<file path="src/rtl/dram_seq_pkg.sv">
package dram_seq_pkg;

    // The encoding is {ras_n, cas_n, we_n}, so a command value drives the pins as it is.
    typedef enum logic [2:0] {
        CMD_NOP = 3'b111,
        CMD_ACT = 3'b011,
        CMD_RD  = 3'b101,
        CMD_PRE = 3'b010,
        CMD_REF = 3'b001
    } dram_cmd_e;

    typedef enum logic {
        BANK_CLOSED = 1'b0,
        BANK_OPEN   = 1'b1
    } bank_st_e;

endpackage

</file>
<file path="src/rtl/seq_gap_timer.sv">
// Down-counter that is loaded with (T-1) when a command issues. It reports done
// in the cycle in which the dependent command may be decided, so that command
// reaches the pins T cycles after the first one.
module seq_gap_timer #(
    parameter int W = 8
) (
    input  logic         clk_i,
    input  logic         rst_ni,
    input  logic         load_i,
    input  logic [W-1:0] val_i,
    output logic         done_o
);
    logic [W-1:0] cnt_d, cnt_q;

    always_comb begin
        cnt_d = cnt_q;
        if (load_i) begin
            cnt_d = val_i;
        end else if (cnt_q != '0) begin
            cnt_d = cnt_q - 1'b1;
        end
    end

    always_ff @(posedge clk_i or negedge rst_ni) begin
        if (!rst_ni) cnt_q <= '0;
        else         cnt_q <= cnt_d;
    end

    assign done_o = (cnt_q == '0);

    // a nonzero load blocks the dependent command in the following cycle
    assert_gap_load_R3: assert property (@(posedge clk_i) disable iff (!rst_ni)
        (load_i && val_i != '0) |=> !done_o);
endmodule

</file>
<file path="src/rtl/seq_ref_timer.sv">
// Free-running refresh interval counter. It raises pend_o when the interval
// wraps and holds it until the refresh is issued.
module seq_ref_timer #(
    parameter int INTERVAL = 781
) (
    input  logic clk_i,
    input  logic rst_ni,
    input  logic ack_i,
    output logic pend_o
);
    localparam int CW = $clog2(INTERVAL + 1);

    typedef struct packed {
        logic [CW-1:0] cnt;
        logic          pend;
    } ref_state_t;

    ref_state_t cur_q, nxt_d;
    logic       wrap;

    always_comb begin
        nxt_d = cur_q;
        wrap  = (cur_q.cnt == CW'(INTERVAL - 1));
        nxt_d.cnt = wrap ? '0 : cur_q.cnt + 1'b1;
        if (wrap)       nxt_d.pend = 1'b1;
        else if (ack_i) nxt_d.pend = 1'b0;
    end

    always_ff @(posedge clk_i or negedge rst_ni) begin
        if (!rst_ni) cur_q <= '0;
        else         cur_q <= nxt_d;
    end

    assign pend_o = cur_q.pend;

    // a due refresh is never dropped before it is served
    assert_ref_hold_R9: assert property (@(posedge clk_i) disable iff (!rst_ni)
        (pend_o && !ack_i) |=> pend_o);
endmodule

</file>
<file path="src/rtl/seq_read_pipe.sv">
// Tracks issued reads through CAS latency and captures the data bus when each
// read's data is due.
module seq_read_pipe #(
    parameter int CL = 2,
    parameter int DW = 16
) (
    input  logic          clk_i,
    input  logic          rst_ni,
    input  logic          issue_i,
    input  logic [DW-1:0] dq_i,
    output logic          rsp_valid_o,
    output logic [DW-1:0] rsp_data_o
);
    typedef struct packed {
        logic [CL-1:0] vld;
        logic          rv;
        logic [DW-1:0] rd;
    } pipe_state_t;

    pipe_state_t cur_q, nxt_d;

    always_comb begin
        nxt_d = cur_q;
        nxt_d.vld[0] = issue_i;
        for (int i = 1; i < CL; i++) begin
            nxt_d.vld[i] = cur_q.vld[i-1];
        end
        nxt_d.rv = cur_q.vld[CL-1];
        if (cur_q.vld[CL-1]) nxt_d.rd = dq_i;
    end

    always_ff @(posedge clk_i or negedge rst_ni) begin
        if (!rst_ni) cur_q <= '0;
        else         cur_q <= nxt_d;
    end

    assign rsp_valid_o = cur_q.rv;
    assign rsp_data_o  = cur_q.rd;
endmodule

</file>
<file path="src/rtl/dram_rd_sequencer.sv">
module dram_rd_sequencer
    import dram_seq_pkg::*;
#(
    parameter int ROW_W         = 13,
    parameter int COL_W         = 10,
    parameter int DATA_W        = 16,
    parameter int T_CL          = 2,
    parameter int T_RCD         = 3,
    parameter int T_RP          = 2,
    parameter int T_RAS         = 8,
    parameter int T_RFC         = 6,
    parameter int CLK_MHZ       = 100,
    parameter int REF_WINDOW_US = 64000
) (
    input  logic              clk_i,
    input  logic              rst_ni,
    input  logic              req_valid_i,
    output logic              req_ready_o,
    input  logic [ROW_W-1:0]  req_row_i,
    input  logic [COL_W-1:0]  req_col_i,
    output logic [((ROW_W > COL_W) ? ROW_W : COL_W)-1:0] dram_addr_o,
    output logic              dram_ras_no,
    output logic              dram_cas_no,
    output logic              dram_we_no,
    input  logic [DATA_W-1:0] dram_dq_i,
    output logic              rsp_valid_o,
    output logic [DATA_W-1:0] rsp_data_o
);
    localparam int ADDR_W       = (ROW_W > COL_W) ? ROW_W : COL_W;
    localparam int REF_INTERVAL = (CLK_MHZ * REF_WINDOW_US) / (2 ** ROW_W);
    localparam int GAP_W        = 8;

    typedef struct packed {
        bank_st_e          st;
        logic [ROW_W-1:0]  row;
        dram_cmd_e         cmd;
        logic [ADDR_W-1:0] addr;
    } seq_state_t;

    seq_state_t       cur_q, nxt_d;
    logic             gap_load, gap_done, ras_load, ras_done;
    logic [GAP_W-1:0] gap_val;
    logic             ref_pend, ref_ack, row_hit;

    always_comb begin
        nxt_d       = cur_q;
        nxt_d.cmd   = CMD_NOP;
        nxt_d.addr  = '0;
        gap_load    = 1'b0;
        gap_val     = '0;
        ras_load    = 1'b0;
        ref_ack     = 1'b0;
        row_hit     = (cur_q.row == req_row_i);
        req_ready_o = (cur_q.st == BANK_OPEN) && row_hit && !ref_pend && gap_done;
        unique case (cur_q.st)
            BANK_CLOSED: begin
                if (gap_done) begin
                    if (ref_pend) begin
                        nxt_d.cmd = CMD_REF;
                        gap_load  = 1'b1;
                        gap_val   = GAP_W'(T_RFC - 1);
                        ref_ack   = 1'b1;
                    end else if (req_valid_i) begin
                        nxt_d.cmd  = CMD_ACT;
                        nxt_d.addr = ADDR_W'(req_row_i);
                        nxt_d.row  = req_row_i;
                        nxt_d.st   = BANK_OPEN;
                        gap_load   = 1'b1;
                        gap_val    = GAP_W'(T_RCD - 1);
                        ras_load   = 1'b1;
                    end
                end
            end
            BANK_OPEN: begin
                if (ref_pend || (req_valid_i && !row_hit)) begin
                    if (ras_done) begin
                        nxt_d.cmd = CMD_PRE;
                        nxt_d.st  = BANK_CLOSED;
                        gap_load  = 1'b1;
                        gap_val   = GAP_W'(T_RP - 1);
                    end
                end else if (req_valid_i && req_ready_o) begin
                    nxt_d.cmd  = CMD_RD;
                    nxt_d.addr = ADDR_W'(req_col_i);
                end
            end
            default: nxt_d.st = BANK_CLOSED;
        endcase
    end

    always_ff @(posedge clk_i or negedge rst_ni) begin
        if (!rst_ni) begin
            cur_q      <= '0;
            cur_q.st   <= BANK_CLOSED;
            cur_q.cmd  <= CMD_NOP;
        end else begin
            cur_q <= nxt_d;
        end
    end

    seq_gap_timer #(.W(GAP_W)) u_gap_timer (
        .clk_i (clk_i), .rst_ni(rst_ni),
        .load_i(gap_load), .val_i(gap_val), .done_o(gap_done)
    );

    seq_gap_timer #(.W(GAP_W)) u_ras_timer (
        .clk_i (clk_i), .rst_ni(rst_ni),
        .load_i(ras_load), .val_i(GAP_W'(T_RAS - 1)), .done_o(ras_done)
    );

    seq_ref_timer #(.INTERVAL(REF_INTERVAL)) u_ref_timer (
        .clk_i(clk_i), .rst_ni(rst_ni), .ack_i(ref_ack), .pend_o(ref_pend)
    );

    seq_read_pipe #(.CL(T_CL), .DW(DATA_W)) u_read_pipe (
        .clk_i(clk_i), .rst_ni(rst_ni),
        .issue_i(cur_q.cmd == CMD_RD), .dq_i(dram_dq_i),
        .rsp_valid_o(rsp_valid_o), .rsp_data_o(rsp_data_o)
    );

    assign dram_ras_no = cur_q.cmd[2];
    assign dram_cas_no = cur_q.cmd[1];
    assign dram_we_no  = cur_q.cmd[0];
    assign dram_addr_o = cur_q.addr;

    // Pin-level spacing counters, kept only for the assertions below
    logic [7:0] since_act_q, since_pre_q, since_ref_q;
    logic       pin_open_q;

    always_ff @(posedge clk_i or negedge rst_ni) begin
        if (!rst_ni) begin
            since_act_q <= 8'hFF;
            since_pre_q <= 8'hFF;
            since_ref_q <= 8'hFF;
            pin_open_q  <= 1'b0;
        end else begin
            since_act_q <= (cur_q.cmd == CMD_ACT) ? 8'd1 : ((since_act_q == 8'hFF) ? 8'hFF : since_act_q + 8'd1);
            since_pre_q <= (cur_q.cmd == CMD_PRE) ? 8'd1 : ((since_pre_q == 8'hFF) ? 8'hFF : since_pre_q + 8'd1);
            since_ref_q <= (cur_q.cmd == CMD_REF) ? 8'd1 : ((since_ref_q == 8'hFF) ? 8'hFF : since_ref_q + 8'd1);
            if (cur_q.cmd == CMD_ACT)      pin_open_q <= 1'b1;
            else if (cur_q.cmd == CMD_PRE) pin_open_q <= 1'b0;
        end
    end

    assert_rcd_R3: assert property (@(posedge clk_i) disable iff (!rst_ni)
        (cur_q.cmd == CMD_RD) |-> (since_act_q >= 8'(T_RCD)));

    assert_ras_R5: assert property (@(posedge clk_i) disable iff (!rst_ni)
        (cur_q.cmd == CMD_PRE) |-> (since_act_q >= 8'(T_RAS)));

    assert_rp_R6: assert property (@(posedge clk_i) disable iff (!rst_ni)
        (cur_q.cmd == CMD_ACT || cur_q.cmd == CMD_REF) |-> (since_pre_q >= 8'(T_RP)));

    assert_rfc_R9: assert property (@(posedge clk_i) disable iff (!rst_ni)
        (cur_q.cmd == CMD_ACT) |-> (since_ref_q >= 8'(T_RFC)));

    assert_ref_closed_R9: assert property (@(posedge clk_i) disable iff (!rst_ni)
        (cur_q.cmd == CMD_REF) |-> !pin_open_q);

    assert_handshake_R10: assert property (@(posedge clk_i) disable iff (!rst_ni)
        (req_valid_i && req_ready_o) |=>
            (dram_ras_no && !dram_cas_no && dram_we_no && dram_addr_o == ADDR_W'($past(req_col_i))));

    assert_rd_open_R11: assert property (@(posedge clk_i) disable iff (!rst_ni)
        (cur_q.cmd == CMD_RD) |-> pin_open_q);

    assert_act_closed_R11: assert property (@(posedge clk_i) disable iff (!rst_ni)
        (cur_q.cmd == CMD_ACT) |-> !pin_open_q);
endmodule

</file>
<file path="config.mk">
export PLATFORM = sky130hd
export DESIGN_NAME = dram_rd_sequencer
export DESIGN_NICKNAME = d
export VERILOG_FILES = /design/src/rtl/dram_seq_pkg.sv /design/src/rtl/seq_gap_timer.sv /design/src/rtl/seq_ref_timer.sv /design/src/rtl/seq_read_pipe.sv /design/src/rtl/dram_rd_sequencer.sv
export SDC_FILE = /design/constraint.sdc
export NUM_CORES = 1
export LEC_CHECK = 0
export CORE_MARGIN = 5
export CORE_UTILIZATION = 30
export CTS_CLUSTER_SIZE = 12
export DETAILED_ROUTE_END_ITERATION = 10
export PLACE_DENSITY = 0.57
export RECOVER_POWER = 50
export SYNTH_ARGS = -nofsm -noshare
export SYNTH_HDL_FRONTEND = slang
export SYNTH_HIERARCHICAL = 1
export SYNTH_SLANG_ARGS = --single-unit
export TNS_END_PERCENT = 10
</file>
<file path="constraint.sdc">
create_clock -name clk_i -period 2.8 [get_ports clk_i]
set_input_delay 0.56 -clock clk_i [delete_from_list [all_inputs] [get_ports clk_i]]
set_output_delay 0.56 -clock clk_i [all_outputs]
set_load 0.02 [all_outputs]
</file>
**Word level (Yosys, flattened, before mapping)**

Index checks and enable logic that the tools add are counted.

- Register bits after elaboration: 76
- Output and inout bits: 34
- Word-level logic and storage cells: 73

- $add $sub $neg: 3
- Eq/ne operators: 3
- Muxes and demuxes: 38
- Bitwise logic cells: 2
- Reductions and logical operators: 16

Operator list:

| operator | count |
|---|---|
| $mux 30 | 2 |
| $mux 8 | 6 |
| $pmux 16 s2 | 1 |
| $mux 13 | 2 |
| $mux 1 | 17 |
| $logic_not 8->1 | 2 |
| $pmux 8 s2 | 1 |
| $reduce_bool 8->1 | 2 |
| $sub 8x1->8 const B | 2 |
| $mux 15 | 1 |
| $mux 14 | 1 |
| $eq 13x13->1 | 1 |
| $add 10x1->10 const B | 1 |
| $eq 10x10->1 const B | 1 |
| $mux 10 | 1 |
| $mux 3 | 3 |
| $reduce_bool 2->1 | 3 |
| $logic_and 1x1->1 | 5 |
| $pmux 1 s2 | 2 |
| $reduce_and 4->1 | 1 |
| $eq 3x3->1 const B | 1 |
| $logic_not 1->1 | 2 |
| $mux 2 | 1 |
| $not 1->1 | 2 |
| $logic_or 1x1->1 | 1 |

**Depth between registers and ports, before layout**

Gate-level depths: netlist of run 1.

- Depth in word-level cells: 8
- Gate-level depth with buffers: 11
- Mapped depth without buffers: 10

**Hierarchy**

Netlist of run 1, hierarchy kept.

Modules (own cells, without submodules):

| module | times used | cells an instance | area each (um^2) | sequential area each (um^2) |
|---|---|---|---|---|
| dram_rd_sequencer | 1 | 147 | 1,471.4 | 754.5 |
| seq_gap_timer | 2 | 54 | 476.7 | 200.2 |
| seq_read_pipe | 1 | 53 | 844.6 | 475.5 |
| seq_ref_timer | 1 | 49 | 535.5 | 275.3 |

**Worst setup path before layout of run 1**

OpenSTA, ideal clock, no wires.

- Path type: register -> register
- Start point: register u_gap_timer.cnt_q[0]
- End point: register u_ras_timer.cnt_q[4]
- Arrival: 2,485 ps
- Path slack: 235 ps
- Stages on the path, launching flop included: 12
- Path buffers: 3
- Cells stage by stage: dfrtp_1 > inv_1 > ha_1 > or3b_1 > clkbuf_2 > nor2_1 > nand3_1 > inv_1 > buf_2 > dlygate4sd1_1 > a21oi_1 > a2bb2oi_1

- Cells in the longest elaborated chain, start to end: 4

RTL lines:

| what | line | source |
|---|---|---|
| from (decl) | seq_gap_timer.sv:13 | `logic [W-1:0] cnt_d, cnt_q;` |
| from (signal assigned) | seq_gap_timer.sv:26 | `else cnt_q <= cnt_d;` |
| $logic_not 8->1 (*) | seq_gap_timer.sv:29 | `assign done_o = (cnt_q == '0);` |
| named net gap_done | dram_rd_sequencer.sv:41 | `logic gap_load, gap_done, ras_load, ras_done;` |
| $mux 1 (*) | dram_rd_sequencer.sv:57 | `if (gap_done) begin` |
| $mux 1 (*) | dram_rd_sequencer.sv:55 | `unique case (cur_q.st)` |
| $mux 8 or $reduce_bool 2->1 (tied branches) | - |  |
| to (signal assigned) | seq_gap_timer.sv:26 |  |
| to (decl) | seq_gap_timer.sv:13 |  |

The timed path passes the listed nets; every way through them passes the cells marked *.
A chain may end at the register's enable or synchronous reset.

**Worst setup path in the final report of run 1**

- Start point: input req_row_i[12]
- End point: output req_ready_o

- Cells in the longest elaborated chain, start to end: 4

RTL lines:

| what | line | source |
|---|---|---|
| from (decl) | dram_rd_sequencer.sv:19 | `input logic [ROW_W-1:0] req_row_i,` |
| $eq 13x13->1 | dram_rd_sequencer.sv:53 | `row_hit = (cur_q.row == req_row_i);` |
| $logic_and 1x1->1 (3 in a row) | dram_rd_sequencer.sv:54 | `req_ready_o = (cur_q.st == BANK_OPEN) && row_hit && !ref_pend && gap_done;` |
| to (decl) | dram_rd_sequencer.sv:18 | `output logic req_ready_o,` |

Every way passes these cells.

==> impl_metrics.json, run 1 <==
{
  "worstRegToRegCells": 11,
  "rsz0062_at_grt": "false",
  "synth_most_common_cell": "dfrtp_1",
  "vias": 2753,
  "critPathBufInv": 2,
  "synth-main-ff-cell": "dfrtp_1",
  "worstPathRequired_ns": 2.24,
  "rr_endpoint": "u_gap_timer/cnt_q[5]",
  "die_y_um": 123,
  "worst_pin_slew_ns": 1.86,
  "ant_nets": 0,
  "p_leak_uw": 0.00218,
  "grt_pass1_vias": 2755,
  "rows": 41,
  "synth.cell_area_sq_um": 3800,
  "ys.warnings.count": 6,
  "cts_tree": "yes",
  "slowest_delay_ns": 0.44,
  "seq_power_share_pct": 46.3,
  "grt_pass1_wl_mm": 13.2,
  "holdWs_ns": 0.346,
  "clockPowerShare_pct": 49.1,
  "setup_violations": 0,
  "critical_path.startpoint_type": "input port",
  "syn2layout_area_growth_pct": 28.4,
  "antennaDiodeCount": 0,
  "drive_above_1_share_pct": 11.5,
  "hold_depth": 0,
  "fmax_mhz": 367,
  "finalCritPeriodShare_pct": 97.3,
  "root_buffer": "clkbuf_16",
  "arrival_ns": 2.16,
  "coreArea_sq_um": 12500,
  "drv_slew": 77,
  "finClkSkew_ns": 0.00794,
  "antenna_found_initial": 0,
  "drc": 0,
  "critPathTopFamily": "simple AND/OR/NAND/NOR gates",
  "yosysTopAreaCellShare_pct": 48.0,
  "drt_wl_total_mm": 7.99,
  "fin_crit_ns": 2.72,
  "end_kind": "output pin",
  "ys_async_sr_fraction_pct": 100,
  "crit_chain": "clkdlybuf4s50_1, xor2_1, nor4_4, nand4_4, nor4b_4, buf_4",
  "seq_area_frac_synth_pct": 50.1,
  "synth_largest_area_cell": "dfrtp_1",
  "power.internal_uw": 1900,
  "rrSetupSlack_ns": 0.33,
  "h-tree-depth": 3,
  "fillers": 1256,
  "synthTopCellsByArea": "dfrtp_1 48%, buf_4 5.7%, nand2_1 5.2%, mux2_4 3.9%, xor2_1 3.9%",
  "vdd_ir_drop_max_v": 0.000282,
  "power.switching_uw": 475,
  "finalPower_uw": 2370,
  "postCtsHoldBufs": 0,
  "syn_avg_cell_area_sq_um": 10.7,
  "utilization_pct": 39.0,
  "multi_input_area_sq_um": 1560,
  "dr.pass1.iters": 4,
  "yosysUniqueCellTypes": 58,
  "clock_path_buffers": 2,
  "path_class": "in -> out",
  "status": "finished with violations",
  "vias_per_cell": 4.53,
  "crit_path_top_delay_cell": "clkdlybuf4s50_1",
  "tns_ns": 0,
  "dieArea_sq_um": 15000,
  "clock_latency_ns": 0.33,
  "initial_utilization_pct": 30.4,
  "dpl.hpwl_mm": 5.85,
  "rr_startpoint": "u_gap_timer/cnt_q[0]",
  "hold_violations": 0,
  "violations": "max-capacitance violations, max-slew violations",
  "ys_seq_elements": 76,
  "fin_nets": 477,
  "fp.dieW_um": 123,
  "synth.top_cells.by_count": "73 x dfrtp_1, 53 x nand2_1, 29 x buf_4",
  "slew_headroom_pct": -23.7,
  "port_buffers": 75,
  "dr.first_iter.drc_count": 164,
  "cts_buffers": 9,
  "groute.usage.overall_pct": 11.2,
  "ioPinCount": 76,
  "synth-edff-count": 0,
  "routedWlPerCell_um": 13.1,
  "comb_power_share_pct": 4.5,
  "cap_violations": 1,
  "clk_pin_slew_ns": 0.05,
  "sw_frac_of_total_pct": 20.0,
  "seqCellArea_sq_um": 1910,
  "grt-ovfl-total": 0,
  "hold_class": "reg -> reg",
  "min_from": "u_read_pipe/cur_q[17]",
  "crit_fanout": 2,
  "cts.sinks": 76,
  "routabilityCongestion": 0.758,
  "grt_max_degree": 77,
  "min_to": "u_read_pipe/cur_q[18]",
  "powerDensity_nw_per_um2": 485,
  "synth_cells": 357
}
flip-flops by register name, indices dropped and copies added (netlist names):
name,count
cur_q,14
dram_addr_o,13
dram_cas_no,1
dram_ras_no,1
dram_we_no,1
u_gap_timer/cnt_q,8
u_ras_timer/cnt_q,8
u_read_pipe/cur_q,2
u_read_pipe/rsp_data_o,16
u_read_pipe/rsp_valid_o,1
u_ref_timer/cur_q,10
u_ref_timer/pend_o,1
cells by family after synthesis:
kind of cell             count (synthesis)  share of synthesized area (%)
AND/OR/NAND/NOR                        128                           18.4
flip-flops                              76                           50.1
other                                    2                          0.197
multiplexers                            17                           6.02
XOR/XNOR                                21                           4.83
adder cells (fa/ha/maj)                  4                           1.32
AO/OA/AOI/OAI                           59                           10.2
buffers and inverters                   50                           8.98
per-layer routing:
layer,GRT usage (%),wire (um),up-vias
met1,14.0,3600,1328
met2,18.3,3870,64
li1,-,-,1356
met3,3.27,426,5
met5,0,0,-
met4,4.27,91,0
what timing repair did:
item / CTS / global route
resized for setup: 4 / 1
pin swaps: 1 / 3
setup endpoints to repair: 1 / 1
buffers inserted: 1 / 0
power by group through the flow:
stage	Clock, uW	Combinational (uW)	Sequential [uW]
floorplan	0	20.4	1120
global placement	0	110	1120
detailed placement	0	110	1120
CTS	1210	112	1100
global route	1270	120	1100
finish	1170	108	1100
cell type report:
class	count	area share, %
inverter	11	0.845
clock inverter	3	0.922
sequential	76	39.0
tap	172	4.40
clock buffer	13	5.33
multi-input combinational	242	31.8
timing repair buffer	91	17.7
through the flow:
stage               instance area [sq um]  worst slack (ns)  cells
global placement                     4620            -0.482    591
finish                               4890            0.0753    608
detailed placement                   4620            -0.477    591
floorplan                            3850             0.235    368
global route                         4890           0.00224    608
CTS                                  4930            0.0338    608
how the worst max path moves through the flow:
stage	slack, ns	startpoint	cells after the start	endpoint
2_1_floorplan	0.24	u_gap_timer/cnt_q[0]	11	u_ras_timer/cnt_q[4]
6_report	0.08	req_row_i[12]	6	req_ready_o
4_1_cts	0.03	req_row_i[1]	6	req_ready_o
3_5_place_dp	-0.48	req_row_i[12]	6	req_ready_o
5_1_grt	0.002	req_row_i[0]	6	req_ready_o
3_3_place_gp	-0.48	req_row_i[12]	6	req_ready_o
cell usage in the layout (no fill, tap or decap), types with 5 or more instances in the layout:
master | synthesis | final
o21ai_0 | 5 | 5
nor3_1 | 7 | 7
o31ai_1 | 7 | 7
nand2_1 | 53 | 53
dfrtp_1 | 73 | 73
conb_1 | 2 | 13
nand3_1 | 9 | 9
xor2_1 | 17 | 17
mux2_1 | 0 | 10
o21ai_1 | 13 | 13
clkdlybuf4s50_1 | 0 | 73
nor2_1 | 20 | 20
clkbuf_16 | 0 | 9
nor4_1 | 5 | 5
mux2_2 | 7 | 7
inv_1 | 11 | 11
a21oi_1 | 8 | 8
buf_4 | 29 | 17
No activity file was read; power rests on OpenSTA's default activity.
==> run 2, diff against run 1 <==
Settings changed: CORE_UTILIZATION 30 to 52, PLACE_DENSITY 0.57 to 0.86.
==> impl_metrics.json, run 2 (synthesis gave the netlist of run 1 again) <==
{
  "status": "finished with violations",
  "violations": "max-capacitance violations, max-slew violations",
  "setup_violations": 0,
  "slew_headroom_pct": -20.4,
  "fin_cells": 534,
  "vias_per_cell": 5.24,
  "placed_cells": 517,
  "vdd_ir_drop_max_v": 0.000271,
  "fp.dieW_um": 95.5,
  "initial_utilization_pct": 53.0,
  "drive_above_1_share_pct": 12.4,
  "fin_nets": 476,
  "cts_tree": "yes",
  "drv_slew": 77,
  "hold_violations": 0,
  "postCtsHoldBufs": 0,
  "die_y_um": 95.5,
  "rrSetupSlack_ns": 0.30,
  "worst_pin_slew_ns": 1.81,
  "drc": 0,
  "finalCritPeriodShare_pct": 96.9,
  "arrival_ns": 2.15,
  "routedWlPerCell_um": 15.0,
  "root_buffer": "clkbuf_8",
  "vias": 2798,
  "antennaDiodeCount": 0,
  "finClkSkew_ns": 0.00945,
  "coreArea_sq_um": 7180,
  "syn2layout_area_growth_pct": 23.1,
  "groute.usage.overall_pct": 18.6,
  "routabilityCongestion": 0.799,
  "grt_pass1_wl_mm": 13.0,
  "path_class": "in -> out",
  "most-common-layout-cells": "73 x dfrtp_1, 70 x clkdlybuf4s50_1, 53 x nand2_1",
  "fmax_mhz": 369,
  "rows": 31,
  "powerDensity_nw_per_um2": 423,
  "rsz0062_at_grt": "false",
  "ioPinCount": 76,
  "grt-ovfl-total": 0,
  "dieArea_sq_um": 9130,
  "drt_wl_total_mm": 8.03,
  "dr.first_iter.drc_count": 194,
  "cts.sinks": 76,
  "antenna_found_initial": 0,
  "ant_nets": 0,
  "fillers": 501,
  "p_leak_uw": 0.00212,
  "largest_reg_flops": 16,
  "clock_latency_ns": 0.35,
  "grt_pass1_vias": 2732,
  "dpl.hpwl_mm": 5.73,
  "grt_max_degree": 77,
  "worstPathRequired_ns": 2.24,
  "cap_violations": 1,
  "clock_path_buffers": 2,
  "cts_buffers": 9,
  "clk_pin_slew_ns": 0.09,
  "hold_class": "reg -> reg",
  "fin_crit_ns": 2.71,
  "critical_path.startpoint_type": "input port",
  "final_common_cell": "dfrtp_1",
  "port_buffers": 75,
  "end_kind": "output pin",
  "holdWs_ns": 0.357,
  "dr.pass1.iters": 6,
  "h-tree-depth": 3,
  "crit_fanout": 2
}
## run 2: changes by cell type in the layout (fill, tap and decap cells not counted), moves of 2 or more
cell,delta
clkbuf_1,-2
clkbuf_16,-9
clkbuf_8,+7
clkdlybuf4s50_1,-3
dlygate4sd2_1,+3
inv_6,+2
xor2_1,-2
xor2_2,+2
## run 2: cell type report
type / count / area [sq um] / share of cell area (%)
flip-flops and latches: 76 / 1910 / 40.7
multi-input cells: 242 / 1580 / 33.6
repair buffers: 90 / 852 / 18.2
clock buffers: 9 / 124 / 2.65
well taps: 99 / 124 / 2.65
clock inverters: 7 / 60.1 / 1.28
inverters: 11 / 41.3 / 0.882
## run 2: where the power goes
group / internal, uW / switching (uW) / total [uW]
clock: 335 / 438 / 773
combinational: 57.6 / 51.1 / 109
sequential: 1100 / 0.00399 / 1100
## run 2: layer usage
layer / vias to the layer above / global-route usage (%) / routed length [um]
met5: - / 0 / 0
met4: 0 / 4.98 / 101
met3: 8 / 4.89 / 532
met2: 88 / 32.0 / 4100
met1: 1355 / 23.0 / 3300
li1: 1347 / - / -
## run 2: final timing paths
check	from	to	cells after the start
max	req_row_i[9]	req_ready_o	6
min	u_read_pipe/cur_q[17]	u_read_pipe/cur_q[18]	0
max reg2reg	u_gap_timer/cnt_q[0]	dram_addr_o[5]	9
min reg2reg	u_read_pipe/cur_q[17]	u_read_pipe/cur_q[18]	0
max in group asynchronous	rst_ni	u_gap_timer/cnt_q[5]	1
min in group asynchronous	rst_ni	u_ras_timer/cnt_q[0]	1
## run 2: what timing repair did
action	CTS	global route
pin swaps	4	2
buffers inserted	1	0
gates resized for setup	10	1
endpoints found under the setup margin	1	1
## run 2: critical path, cell delays in order
cell and delay, ns:
clkdlybuf4s50_1 0.44, xor2_1 0.20, nor4_4 0.34, nand4_4 0.15, nor4b_4 0.28, buf_4 0.19
## run 2: through the flow
stage               power [uW]  util [%]  instance area [sq um]  TNS, ns  worst slack (ns)
finish                    1980      65.2                   4680        0            0.0864
global route              2060      65.2                   4680        0            0.0127
CTS                       1990      65.8                   4720        0          0.000290
detailed placement        1230      63.0                   4520   -0.469            -0.469
global placement          1220      63.0                   4520   -0.458            -0.458
floorplan                 1140         -                   3850        0             0.235
